===== config.mk =====
export PLATFORM = sky130hd
export DESIGN_NAME = page_update_seq
export DESIGN_NICKNAME = d
export VERILOG_FILES = /design/src/rtl/page_upd_pkg.sv /design/src/rtl/page_upd_regs.sv /design/src/rtl/page_upd_timer.sv /design/src/rtl/page_upd_ctrl.sv /design/src/rtl/page_update_seq.sv
export SDC_FILE = /design/constraint.sdc
export NUM_CORES = 1
export LEC_CHECK = 0
export BUFFER_PORTS_ARGS = -buffer_cell sky130_fd_sc_hd__buf_4
export CAP_MARGIN = 10
export CORE_MARGIN = 2
export CORE_UTILIZATION = 53
export CTS_CLUSTER_SIZE = 40
export DETAILED_ROUTE_END_ITERATION = 7
export GPL_TIMING_DRIVEN = 0
export PLACE_DENSITY = 0.89
export SKIP_LAST_GASP = 1
export SLEW_MARGIN = 20
export SYNTH_ARGS = -nofsm -noshare
export SYNTH_HDL_FRONTEND = slang
export SYNTH_HIERARCHICAL = 1
export SYNTH_SLANG_ARGS = --single-unit

===== constraint.sdc =====
create_clock -name clk -period 5.7 [get_ports clk]
set_input_delay 0.57 -clock clk [delete_from_list [all_inputs] [get_ports clk]]
set_output_delay 0.57 -clock clk [all_outputs]
set_load 0.005 [all_outputs]

===== src/rtl/page_upd_pkg.sv =====
`timescale 1ns/1ps
package page_upd_pkg;
  typedef enum logic [2:0] {
    OP_CFG_WR  = 3'd0,
    OP_XFER    = 3'd1,
    OP_RESTORE = 3'd2,
    OP_CFG_RD  = 3'd3,
    OP_STAT_RD = 3'd4
  } op_e;

  typedef enum logic [2:0] {
    ST_IDLE, ST_ACQ, ST_CMD, ST_WAIT, ST_REL, ST_TMR
  } st_e;

  localparam int CTL_HOLD   = 0;
  localparam int CTL_CLKOFF = 1;
  localparam int CTL_GATE   = 2;
  localparam int CTL_GO     = 3;
  localparam int CTL_IRQEN  = 4;
  localparam int CTL_POLLEN = 5;
endpackage


===== src/rtl/page_upd_regs.sv =====
`timescale 1ns/1ps
module page_upd_regs
  import page_upd_pkg::*;
#(
  parameter int DATA_W = 16,
  parameter int ADDR_W = 2,
  parameter int IV_W   = 16
) (
  input  logic              clk,
  input  logic              rst_n,
  input  logic              cfg_wr,
  input  logic [ADDR_W-1:0] cfg_addr,
  input  logic [DATA_W-1:0] cfg_wdata,
  output logic [DATA_W-1:0] cfg_rdata,
  input  logic              busy,
  input  logic              accept,
  input  logic              done_pulse,
  output logic              eng_en,
  output logic              go_pend,
  output logic              irq_en,
  output logic              poll_en,
  output logic [IV_W-1:0]   interval,
  output logic              done
);
  localparam logic [ADDR_W-1:0] A_CTRL = ADDR_W'(0);
  localparam logic [ADDR_W-1:0] A_IVAL = ADDR_W'(1);
  localparam logic [ADDR_W-1:0] A_STAT = ADDR_W'(2);

  logic hold_q, clkoff_q, gate_q;
  logic wr_ctrl, wr_ival;

  assign wr_ctrl = cfg_wr && (cfg_addr == A_CTRL);
  assign wr_ival = cfg_wr && (cfg_addr == A_IVAL);
  assign eng_en  = !(hold_q || clkoff_q || gate_q);

  always_ff @(posedge clk or negedge rst_n) begin
    if (!rst_n) begin
      hold_q   <= 1'b1;
      clkoff_q <= 1'b1;
      gate_q   <= 1'b1;
      irq_en   <= 1'b0;
      poll_en  <= 1'b0;
      go_pend  <= 1'b0;
      interval <= '0;
      done     <= 1'b0;
    end else begin
      if (wr_ctrl) begin
        hold_q   <= cfg_wdata[CTL_HOLD];
        clkoff_q <= cfg_wdata[CTL_CLKOFF];
        gate_q   <= cfg_wdata[CTL_GATE];
        irq_en   <= cfg_wdata[CTL_IRQEN];
        poll_en  <= cfg_wdata[CTL_POLLEN];
      end
      if (wr_ival) interval <= cfg_wdata[IV_W-1:0];
      go_pend <= (go_pend && !accept) || (wr_ctrl && cfg_wdata[CTL_GO] && !busy);
      if (!eng_en || accept) done <= 1'b0;
      else if (done_pulse)   done <= 1'b1;
    end
  end

  always_comb begin
    cfg_rdata = '0;
    case (cfg_addr)
      A_CTRL: begin
        cfg_rdata[CTL_HOLD]   = hold_q;
        cfg_rdata[CTL_CLKOFF] = clkoff_q;
        cfg_rdata[CTL_GATE]   = gate_q;
        cfg_rdata[CTL_GO]     = go_pend;
        cfg_rdata[CTL_IRQEN]  = irq_en;
        cfg_rdata[CTL_POLLEN] = poll_en;
      end
      A_IVAL:  cfg_rdata[IV_W-1:0] = interval;
      A_STAT:  cfg_rdata[1:0] = {done, busy};
      default: cfg_rdata = '0;
    endcase
  end

  AST_GO_CLEARS: assert property (@(posedge clk) disable iff (!rst_n)
    (accept && !(wr_ctrl && cfg_wdata[CTL_GO])) |=> !go_pend);
  AST_GO_IGNORED_BUSY: assert property (@(posedge clk) disable iff (!rst_n)
    (wr_ctrl && cfg_wdata[CTL_GO] && busy && !go_pend) |=> !go_pend);
endmodule


===== src/rtl/page_upd_timer.sv =====
`timescale 1ns/1ps
module page_upd_timer #(
  parameter int IV_W = 16
) (
  input  logic            clk,
  input  logic            rst_n,
  input  logic            start,
  input  logic [IV_W-1:0] interval,
  output logic            expire
);
  logic [IV_W-1:0] cnt;

  always_ff @(posedge clk or negedge rst_n) begin
    if (!rst_n)             cnt <= '0;
    else if (start)         cnt <= (interval == '0) ? IV_W'(1) : interval;
    else if (cnt != '0)     cnt <= cnt - IV_W'(1);
  end

  assign expire = (cnt == IV_W'(1));

  AST_TMR_LOADED: assert property (@(posedge clk) disable iff (!rst_n)
    start |=> (cnt != '0));
endmodule


===== src/rtl/page_upd_ctrl.sv =====
`timescale 1ns/1ps
module page_upd_ctrl
  import page_upd_pkg::*;
#(
  parameter int STAT_W  = 8,
  parameter int WIP_BIT = 0
) (
  input  logic              clk,
  input  logic              rst_n,
  input  logic              eng_en,
  input  logic              go_pend,
  input  logic              poll_en,
  input  logic              bus_gnt,
  input  logic              cmd_ready,
  input  logic              resp_valid,
  input  logic [STAT_W-1:0] resp_status,
  input  logic              tmr_expire,
  output logic              bus_req,
  output logic              cmd_valid,
  output logic [2:0]        cmd_op,
  output logic              busy,
  output logic              accept,
  output logic              done_pulse,
  output logic              tmr_start
);
  localparam int STEPS = 3;
  localparam int SW    = $clog2(STEPS);

  st_e           st;
  logic [SW-1:0] step;
  logic          polling;
  logic          wip;

  assign busy      = (st != ST_IDLE);
  assign accept    = (st == ST_IDLE) && eng_en && go_pend;
  assign bus_req   = (st == ST_ACQ) || (st == ST_CMD) || (st == ST_WAIT);
  assign cmd_valid = (st == ST_CMD);
  assign tmr_start = (st == ST_REL) && (polling ? wip : poll_en);
  assign done_pulse = (st == ST_REL) && !tmr_start;

  always_comb begin
    case (step)
      SW'(0):  cmd_op = polling ? OP_CFG_RD  : OP_CFG_WR;
      SW'(1):  cmd_op = polling ? OP_STAT_RD : OP_XFER;
      default: cmd_op = OP_RESTORE;
    endcase
  end

  always_ff @(posedge clk or negedge rst_n) begin
    if (!rst_n) begin
      st      <= ST_IDLE;
      step    <= '0;
      polling <= 1'b0;
      wip     <= 1'b0;
    end else if (!eng_en) begin
      st      <= ST_IDLE;
      step    <= '0;
      polling <= 1'b0;
      wip     <= 1'b0;
    end else begin
      case (st)
        ST_IDLE: if (accept) begin
          st      <= ST_ACQ;
          step    <= '0;
          polling <= 1'b0;
          wip     <= 1'b0;
        end
        ST_ACQ:  if (bus_gnt) st <= ST_CMD;
        ST_CMD:  if (cmd_ready) st <= ST_WAIT;
        ST_WAIT: if (resp_valid) begin
          if (polling && step == SW'(1)) wip <= resp_status[WIP_BIT];
          if (step == SW'(STEPS-1)) st <= ST_REL;
          else begin
            step <= step + SW'(1);
            st   <= ST_CMD;
          end
        end
        ST_REL: begin
          step <= '0;
          if (tmr_start) begin
            st      <= ST_TMR;
            polling <= 1'b1;
          end else st <= ST_IDLE;
        end
        ST_TMR:  if (tmr_expire) st <= ST_ACQ;
        default: st <= ST_IDLE;
      endcase
    end
  end

  AST_CMD_HOLD: assert property (@(posedge clk) disable iff (!rst_n)
    (cmd_valid && !cmd_ready && eng_en) |=> (cmd_valid && $stable(cmd_op)));
  AST_CMD_WAITS_RESP: assert property (@(posedge clk) disable iff (!rst_n)
    (cmd_valid && cmd_ready) |=> !cmd_valid);
endmodule


===== src/rtl/page_update_seq.sv =====
`timescale 1ns/1ps
module page_update_seq #(
  parameter int DATA_W  = 16,
  parameter int ADDR_W  = 2,
  parameter int IV_W    = 16,
  parameter int STAT_W  = 8,
  parameter int WIP_BIT = 0
) (
  input  logic              clk,
  input  logic              rst_n,
  input  logic              cfg_wr,
  input  logic [ADDR_W-1:0] cfg_addr,
  input  logic [DATA_W-1:0] cfg_wdata,
  output logic [DATA_W-1:0] cfg_rdata,
  output logic              irq,
  output logic              bus_req,
  input  logic              bus_gnt,
  output logic              cmd_valid,
  input  logic              cmd_ready,
  output logic [2:0]        cmd_op,
  input  logic              resp_valid,
  input  logic [STAT_W-1:0] resp_status
);
  logic eng_en, go_pend, irq_en, poll_en, done;
  logic busy, accept, done_pulse, tmr_start, tmr_expire;
  logic [IV_W-1:0] interval;

  page_upd_regs #(.DATA_W(DATA_W), .ADDR_W(ADDR_W), .IV_W(IV_W)) regs_i (
    .clk(clk), .rst_n(rst_n), .cfg_wr(cfg_wr), .cfg_addr(cfg_addr),
    .cfg_wdata(cfg_wdata), .cfg_rdata(cfg_rdata), .busy(busy),
    .accept(accept), .done_pulse(done_pulse), .eng_en(eng_en),
    .go_pend(go_pend), .irq_en(irq_en), .poll_en(poll_en),
    .interval(interval), .done(done)
  );

  page_upd_timer #(.IV_W(IV_W)) tmr_i (
    .clk(clk), .rst_n(rst_n), .start(tmr_start), .interval(interval),
    .expire(tmr_expire)
  );

  page_upd_ctrl #(.STAT_W(STAT_W), .WIP_BIT(WIP_BIT)) ctrl_i (
    .clk(clk), .rst_n(rst_n), .eng_en(eng_en), .go_pend(go_pend),
    .poll_en(poll_en), .bus_gnt(bus_gnt), .cmd_ready(cmd_ready),
    .resp_valid(resp_valid), .resp_status(resp_status),
    .tmr_expire(tmr_expire), .bus_req(bus_req), .cmd_valid(cmd_valid),
    .cmd_op(cmd_op), .busy(busy), .accept(accept),
    .done_pulse(done_pulse), .tmr_start(tmr_start)
  );

  assign irq = done && irq_en;

  AST_HELD_NO_REQ: assert property (@(posedge clk) disable iff (!rst_n)
    !eng_en |=> !bus_req);
  AST_DONE_AFTER_BUSY: assert property (@(posedge clk) disable iff (!rst_n)
    $rose(done) |-> $past(busy));
endmodule


After elaboration in Yosys (flattened, before gate mapping)
Index checks and enable logic that the tools add are counted.
Storage, ports and cells
  register bits after elaboration: 46
  input bits: 32
  output and inout port bits: 22
  word-level logic and storage cells: 103
Cells by class
  $add $sub $neg: 2
  equal/unequal tests: 18
  multiplexer cells: 34
  reduce and logical (&&, ||, !) cells: 36
Operators with widths (number)
  16-bit two-way mux: 3
  3-bit two-way mux: 9
  3-bit one-hot mux with 6 select lines: 1
  16-bit by 1-bit == test with 1-bit output (second input constant): 1
  16-bit logical NOT: 1
  16-bit nonzero test: 1
  16-bit by 1-bit subtractor with 16-bit output (second input constant): 1
  3-bit inequality test (second input constant): 5
  2-bit one-hot mux with 3 select lines: 2
  1-bit logical AND: 11
  10-bit two-way mux: 1
  2-bit two-way mux: 5
  1-bit two-way mux: 9
  3-bit nonzero test: 3
  4-bit one-hot mux with 2 select lines: 1
  4-bit AND reduction: 2
  3-bit by 2-bit == test with 1-bit output (second input constant): 2
  3-bit == test (second input constant): 2
  1-bit logical OR: 6
  3-bit by 1-bit inequality test with 1-bit output (second input constant): 2
  3-bit one-hot mux with 2 select lines: 1
  5-bit AND reduction: 1
  2-bit by 1-bit == test with 1-bit output (second input constant): 2
  2-bit == test (second input constant): 2
  other kinds (10): 16

Logic depth before layout (Yosys ltp)
Gate-level depths: netlist of run 1.
  depth after elaboration: 8
  mapped depth: 8
  gate-level depth less buffers: 8

Cells and area by module
Netlist of run 1, hierarchy kept.
Modules (own cells, without submodules)
  page_upd_regs: instances 1, cells an instance 78, area an instance 1126.1 um2, sequential area each 579.3 um2
  page_upd_timer: instances 1, cells an instance 118, area an instance 1039.7 um2, sequential area each 400.4 um2
  page_upd_ctrl: instances 1, cells an instance 66, area an instance 596.8 um2, sequential area each 175.2 um2
  page_update_seq: instances 1, cells an instance 1, area an instance 6.3 um2, sequential area each 0.0 um2

Worst setup path after synthesis of run 1
Ideal clock, no wire load.
  path kind: reg2reg
  start point: reg tmr_i.cnt[0]
  end point: reg tmr_i.cnt[9]
  setup time: 0.082 ns
  data arrival time: 1.802 ns
  required time: 5.618 ns
  slack: 3.816 ns
  stages on the path, launching flop included: 8
  path buffers: 1
  clock period less this slack: 1.884 ns
  cell sequence: dfrtp_1 inv_1 ha_1 nor3b_2 and4_1 buf_6 or4_1 a31oi_1
On the way
  word-level cells in the longest chain between the ends: 3
  elaborated cells between the ends (all ways): 5
  those cells by class: add/sub: 1; mux: 2; reduce/logical: 2
RTL lines
  from (decl): RTL line page_upd_timer.sv:11  | logic [IV_W-1:0] cnt;
  from (signal assigned): RTL line page_upd_timer.sv:15  | else if (start) cnt <= (interval == '0) ? IV_W'(1) : interval;
  from (signal assigned): RTL line page_upd_timer.sv:16  | else if (cnt != '0) cnt <= cnt - IV_W'(1);
  16-bit by 1-bit subtractor with 16-bit output: RTL line page_upd_timer.sv:16
  16-bit two-way mux: RTL line page_upd_timer.sv:16
  16-bit two-way mux: RTL line page_upd_timer.sv:15
Parallel ways exist; a longest one is shown, timed or not. The select of a mux whose other input is x is not followed.
A chain may end at the register's enable or synchronous reset.

Worst setup path in the final report of run 1
  start point: reg ctrl_i.st[1]
  end point: reg tmr_i.cnt[0]
On the way
  word-level cells in the longest chain between the ends: 3
  elaborated cells between the ends (all ways): 4
  those cells by class: eq/ne: 1; mux: 1; reduce/logical: 2
RTL lines
  from (decl): RTL line page_upd_ctrl.sv:29  | st_e st;
  from (signal assigned): RTL line page_upd_ctrl.sv:51  | st <= ST_IDLE;
  from (signal assigned): RTL line page_upd_ctrl.sv:56  | st <= ST_IDLE;
  from (signal assigned): RTL line page_upd_ctrl.sv:63  | st <= ST_ACQ;
  3-bit == test (*): RTL line page_upd_ctrl.sv:38  | assign tmr_start = (st == ST_REL) && (polling ? wip : poll_en);
  1-bit logical AND (*): RTL line page_upd_ctrl.sv:38
  via tmr_start: RTL line page_update_seq.sv:25  | logic busy, accept, done_pulse, tmr_start, tmr_expire;
  16-bit two-way mux / 2-bit nonzero test (equally long branches)
Mark *: on every way through the listed nets, which the timed path passes. The rest lies on a longest branch.

==> run metrics, run 1 <==
critical path startpoint category flop; DR DRC count 0; Post-synth EDFFs 0; Final ANT Viol Nets 0; CTS-repair resized insts 0; area of the multi-input gates 1490 um2; Final Non-Filler Cells ~390; grt peak-use layer met2; GPL Wtd Cong ~0.86; H-tree depth 2; post-route minimum period between 2 and 2.5 ns; count of pins over their slew limit 0; Final Cycle Share between 40% and 50%; Gate Count Post-Synth 263; FF/Latch Area 1150 um2; row count 26; Root Buffer Master clkbuf_8; fin nets 351; CTS tree built; top post-synthesis cells by area dfrtp_1, mux2_4, mux2_2, mux2i_1, and2_1; fin util 64.9%; Setup violations, final 0; Synth Flop Type dfrtp_1; status completed; Crit Path Max Fanout 10; DR vias 2,225; first-pass GRT wire length 10,200 um; clock-pin slew on the worst setup and hold paths roughly 0.08 ns; worst-margin pin slew about 0.94 ns; post-DR vias/cell a little under 6; Post-synth ARST share 100%; GR Util met3 about 3.9%; GRT Util Overall between 20% and 30%; top-area cell type share of the netlist area 38.9%; max cap viols 0; Synth area leader dfrtp_1; Core ar. 5070 um2; Ports 54; sequential fraction of the synthesis area 41.7%; GRT overflow 0; worst setup margin 3.41 ns; f_max 0.436 GHz; RSZ-0062 raised after global routing no; WP data arrival between 2 and 2.5 ns; commonest non-fill, non-tap cells in the layout buf_4, dfrtp_1, nand2_1; vias in the first global route approximately 2,200; Crit. End Element flop; met2 usage between 30 and 40%; Max VDD drop ~200 uV; Netlist cell types 58; P_leak between 0.0015 and 0.002 uW; drt initial violations between 200 and 300; pwr dens around 350 nW/um2; DRT Wirelength roughly 6000 um; final hold vios 0; Yosys Warn Count 6; Hold WC Path Type primary input to async pin; dpl ws about 3.5 ns; # Post-CTS Setup Buffers 0; detailed placement HPWL between 4000 and 5000 um; Mapped Area between 2000 and 3000 um2; largest net degree at the start of global routing 47; n_diodes 0; commonest non-fill, non-tap cell in the layout buf_4; Max Clock Skew about 0.0057 ns; share of cells above drive strength 1 between 30% and 40%; wire length per cell 15.5 um; Die W 76.3 um; number of antenna violations at the first check in global routing 0; Port Buffer Count between 40 and 50; Sink Count between 40 and 50; drt first pass iters 4; initial core utilization a little over half; Max Buffers Root-to-Sink 2; Syn Nets 300; DIE AREA between 5000 and 6000 um2; setup_tns 0 ns; slew margin rel. a little over a third; FF+latch count, synth 46; Mean Syn Cell Area 10.5 um2; Fillers roughly 400; Placed Instances ~380; Worst EP required about 5.9 ns; Post-CTS Hold Fix Bufs 0; GR Util met1 between 20 and 30%; Area Overhead vs Synth 19.0%; DIE HEIGHT around 76 um; CTS Buf Count 5; Worst-Skew Late Latency about 0.3 ns; WS Path Type flop to flop
-- stage by stage --
stage | total power [uW] | cell area [um2] | hold slack [ns]
2_1_floorplan | 788 | 2770 | 0.274
3_5_place_dp | 907 | 3190 | 0.523
5_1_grt | 1230 | 3300 | 0.294
4_1_cts | 1150 | 3300 | 0.275
6_report | 1150 | 3300 | 0.253
3_3_place_gp | 890 | 3190 | 0.518
-- synthesized netlist by cell type, types with 5 or more instances --
master,number
dfrtp_1,43
nand2_1,21
nor2_1,18
and2_1,14
mux2_2,13
mux2_4,10
mux2i_1,10
o21ai_0,9
inv_1,8
a21oi_1,7
nand3_1,7
nor2b_1,7
buf_6,6
nor4_1,6
ha_1,5
-- layer usage --
layer	vias to the layer above	part of all wire (%)
li1	1060	-
met2	87	50
met1	1068	43
met3	10	5.9
met5	-	0
met4	0	1.8
-- worst max-delay path: stages, from the launching register on --
cell and delay, ns:
dfrtp_1 0.40, buf_6 0.15, or2_4 0.26, nor3b_2 0.20, clkbuf_1 0.31, inv_1 0.13, a41oi_1 0.39, nor2b_1 0.26
a21oi_1 0.07
-- cells by family (layout without fill, tap and decap cells) --
kind of cell,Yosys count,after routing,synth area share [%]
flip-flops,46,46,41.7
adder cells (fa/ha/maj),5,5,2.26
XOR/XNOR,7,7,2.21
AO/OA/AOI/OAI,46,46,12.2
AND/OR/NAND/NOR,106,106,22.8
multiplexers,33,33,14.3
buffers and inverters,20,72,4.47
-- layout make-up --
type                    count  area share [%]
multi-input cells         197            45.2
flip-flops and latches     46            35.0
repair buffers             44            10.0
plain buffers              12            2.85
well taps                  70            2.66
clock buffers               5            2.09
clock inverters             3            1.21
inverters                   8           0.911
-- power by group --
| group | switching (uW) | internal [uW] | total, uW |
|---|---|---|---|
| clock network | 107 | 129 | 236 |
| registers | 105 | 417 | 522 |
| logic | 189 | 199 | 388 |
-- registers in the layout, summed over array words and instances, names as in the netlist --
register and cells:
regs_i/interval 16, tmr_i/cnt 16, ctrl_i/st 3, ctrl_i/step 2, ctrl_i/polling 1, ctrl_i/wip 1, regs_i/clkoff_q 1, regs_i/done 1
regs_i/gate_q 1, regs_i/go_pend 1, regs_i/hold_q 1, regs_i/irq_en 1, regs_i/poll_en 1
-- worst paths after layout --
check                                         from                   to  slack (ns)  cells past startpoint
max in group asynchronous                    rst_n         ctrl_i/st[2]        5.06                      1
min in group clk                      cfg_wdata[9]   regs_i/interval[9]        0.50                      2
worst min register to register  regs_i/interval[7]         tmr_i/cnt[7]        0.54                      2
worst max register to register        ctrl_i/st[1]         tmr_i/cnt[0]        3.41                      8
worst max-delay path                  ctrl_i/st[1]         tmr_i/cnt[0]        3.41                      8
worst min-delay path                         rst_n  regs_i/interval[11]        0.25                      1
No activity file was read; power rests on OpenSTA's default activity.
==> run 2: changes to the inputs <==
--- a/config.mk
+++ b/config.mk
@@ -8,11 +8,11 @@
 export BUFFER_PORTS_ARGS = -buffer_cell sky130_fd_sc_hd__buf_4
 export CAP_MARGIN = 10
 export CORE_MARGIN = 2
-export CORE_UTILIZATION = 53
+export CORE_UTILIZATION = 50
 export CTS_CLUSTER_SIZE = 40
 export DETAILED_ROUTE_END_ITERATION = 7
 export GPL_TIMING_DRIVEN = 0
-export PLACE_DENSITY = 0.89
+export PLACE_DENSITY = 0.88
 export SKIP_LAST_GASP = 1
 export SLEW_MARGIN = 20
 export SYNTH_ARGS = -nofsm -noshare
==> constraint.sdc (replaced) <==
create_clock -name clk -period 2 [get_ports clk]
set_input_delay 0.2 -clock clk [delete_from_list [all_inputs] [get_ports clk]]
set_output_delay 0.2 -clock clk [all_outputs]
set_load 0.005 [all_outputs]
==> run metrics, run 2 (synthesis gave the netlist of run 1 again) <==
Crit. End Element flop; f_max ~0.5 GHz; Max VDD drop slightly below 600 uV; Port Buffer Count 44; P_leak 0.00155 uW; Max Clock Skew slightly below 0.004 ns; Root Buffer Master clkbuf_8; CP Depth 6; DIE HEIGHT ~80 um; Sink Count between 40 and 50; CTS Buf Count 5; commonest non-fill, non-tap cell in the layout buf_4; Critical Path Slowest Stage Cell nor4_1; FF-to-FF End tmr_i/cnt[3]; detailed placement HPWL 4710 um; DIE AREA a little over 6000 um2; post-route minimum period between 1.5 and 2 ns; hold_sp cfg_wdata[8]; worst-margin pin slew approximately 0.57 ns; Worst EP required 2.19 ns; Setup violations, final 0; CTS tree built; number of antenna violations at the first check in global routing 0; Fillers 399; Worst Hold Slack around 0.12 ns; largest net degree at the start of global routing 47; worst hold path cell count 2; biggest regs regs_i/interval x16, tmr_i/cnt x16, ctrl_i/st x3; H-tree depth 2; max cap viols 0; fin nets 357; reg-to-reg slack, setup roughly 0.016 ns; DR vias ~2,300; drt first pass iters 5; Cell Chain, Critical Path clkbuf_2 > nor4_1 > nand4_1 > buf_4 > a21oi_1 > o21ai_0; worst r2r src tmr_i/cnt[12]; buffers plus inverters on the worst setup path 2; post-DR vias/cell just under 6; GRT Util Overall a little under a quarter; clock-pin slew on the worst setup and hold paths around 0.080 ns; slew margin rel. between 60% and 70%; Ports 54; commonest non-fill, non-tap cells in the layout buf_4, dfrtp_1, nand2_1; first-pass GRT wire length around 11,000 um; critical path startpoint category flop; Core ar. 5440 um2; Final Cycle Share between 90 and 100%; Tot Pwr between 3000 and 4000 uW; count of pins over their slew limit 0; share of cells above drive strength 1 between 30% and 40%; Final ANT Viol Nets 0; DR DRC count 0; GRT overflow 0; Reg2Reg Depth 6; WHS Endpoint regs_i/interval[8]; status completed; wire length per cell 17.0 um; RSZ-0062 raised after global routing yes; Worst-Skew Late Latency roughly 0.3 ns; WS Path Type flop to flop; Hold WC Path Type primary input to flop; DRT Wirelength roughly 6700 um; Max Buffers Root-to-Sink 2; Max stage delay on crit path around 0.48 ns; pwr dens around 1000 nW/um2; Area Overhead vs Synth 22.9%; drt initial violations between 200 and 250; GPL Wtd Cong around 0.8; final hold vios 0; WP data arrival about 2.2 ns; Crit Path Max Fanout 7; initial core utilization between 50% and 60%; row count 27; vias in the first global route between 2,000 and 2,500; Die W 78.4 um; n_diodes 0; CP top delay family simple AND/OR/NAND/NOR gates
[run 2: changes by cell type in the layout (fill, tap and decap cells not counted), moves of 2 or more]
cell | previous run | this run
or4_1 | 4 | 2
buf_4 | 44 | 50
nor3_1 | 4 | 2
nor4_4 | 0 | 2
or4_4 | 0 | 2
[run 2: layout make-up]
| type | instances | area, um2 | area share (%) |
|---|---|---|---|
| repair buffers | 50 | 378 | 11.1 |
| well taps | 72 | 90.1 | 2.65 |
| inverters | 8 | 30.0 | 0.882 |
| plain buffers | 12 | 101 | 2.98 |
| clock buffers | 7 | 86.3 | 2.54 |
| clock inverters | 1 | 5.00 | 0.147 |
| flip-flops and latches | 46 | 1160 | 34.0 |
| multi-input cells | 197 | 1560 | 45.7 |
[run 2: stage by stage]
step	cell area (um2)	cells	setup slack (ns)	utilization, %	TNS [ns]
final	3400	393	0.0160	62.6	0
after global routing	3400	393	-0.0630	62.6	-0.205
after CTS	3340	390	0.00401	61.3	0
after detailed placement	3190	379	-0.242	58.6	-1.59
after global placement	3190	379	-0.190	58.6	-0.566
after floorplan	2770	263	0.116	-	0
[run 2: worst max path at each step]
stage,end,from
6_report,tmr_i/cnt[3],tmr_i/cnt[12]
5_1_grt,tmr_i/cnt[1],tmr_i/cnt[12]
4_1_cts,tmr_i/cnt[9],tmr_i/cnt[0]
3_5_place_dp,tmr_i/cnt[1],tmr_i/cnt[0]
3_3_place_gp,tmr_i/cnt[1],tmr_i/cnt[0]
2_1_floorplan,tmr_i/cnt[9],tmr_i/cnt[0]
[run 2: layer usage]
layer	up-vias	track usage, %	part of all wire (%)
li1	1071	-	-
met1	1131	29.5	42
met2	94	37.2	51
met3	12	3.91	4.8
met4	0	8.95	2.3
met5	-	0	0
[run 2: what timing repair did]
item,CTS,global route
hold buffers,1,0
setup endpoints to repair,16,9
resized for setup,7,13
pin swaps,0,3
endpoints found under the hold margin,43,0
setup buffers,2,3
[run 2: report_power, final]
part           leakage (uW)  internal (uW)  switching (uW)
logic              0.000933            649             611
registers          0.000566           1190             359
clock network     0.0000482            279             306
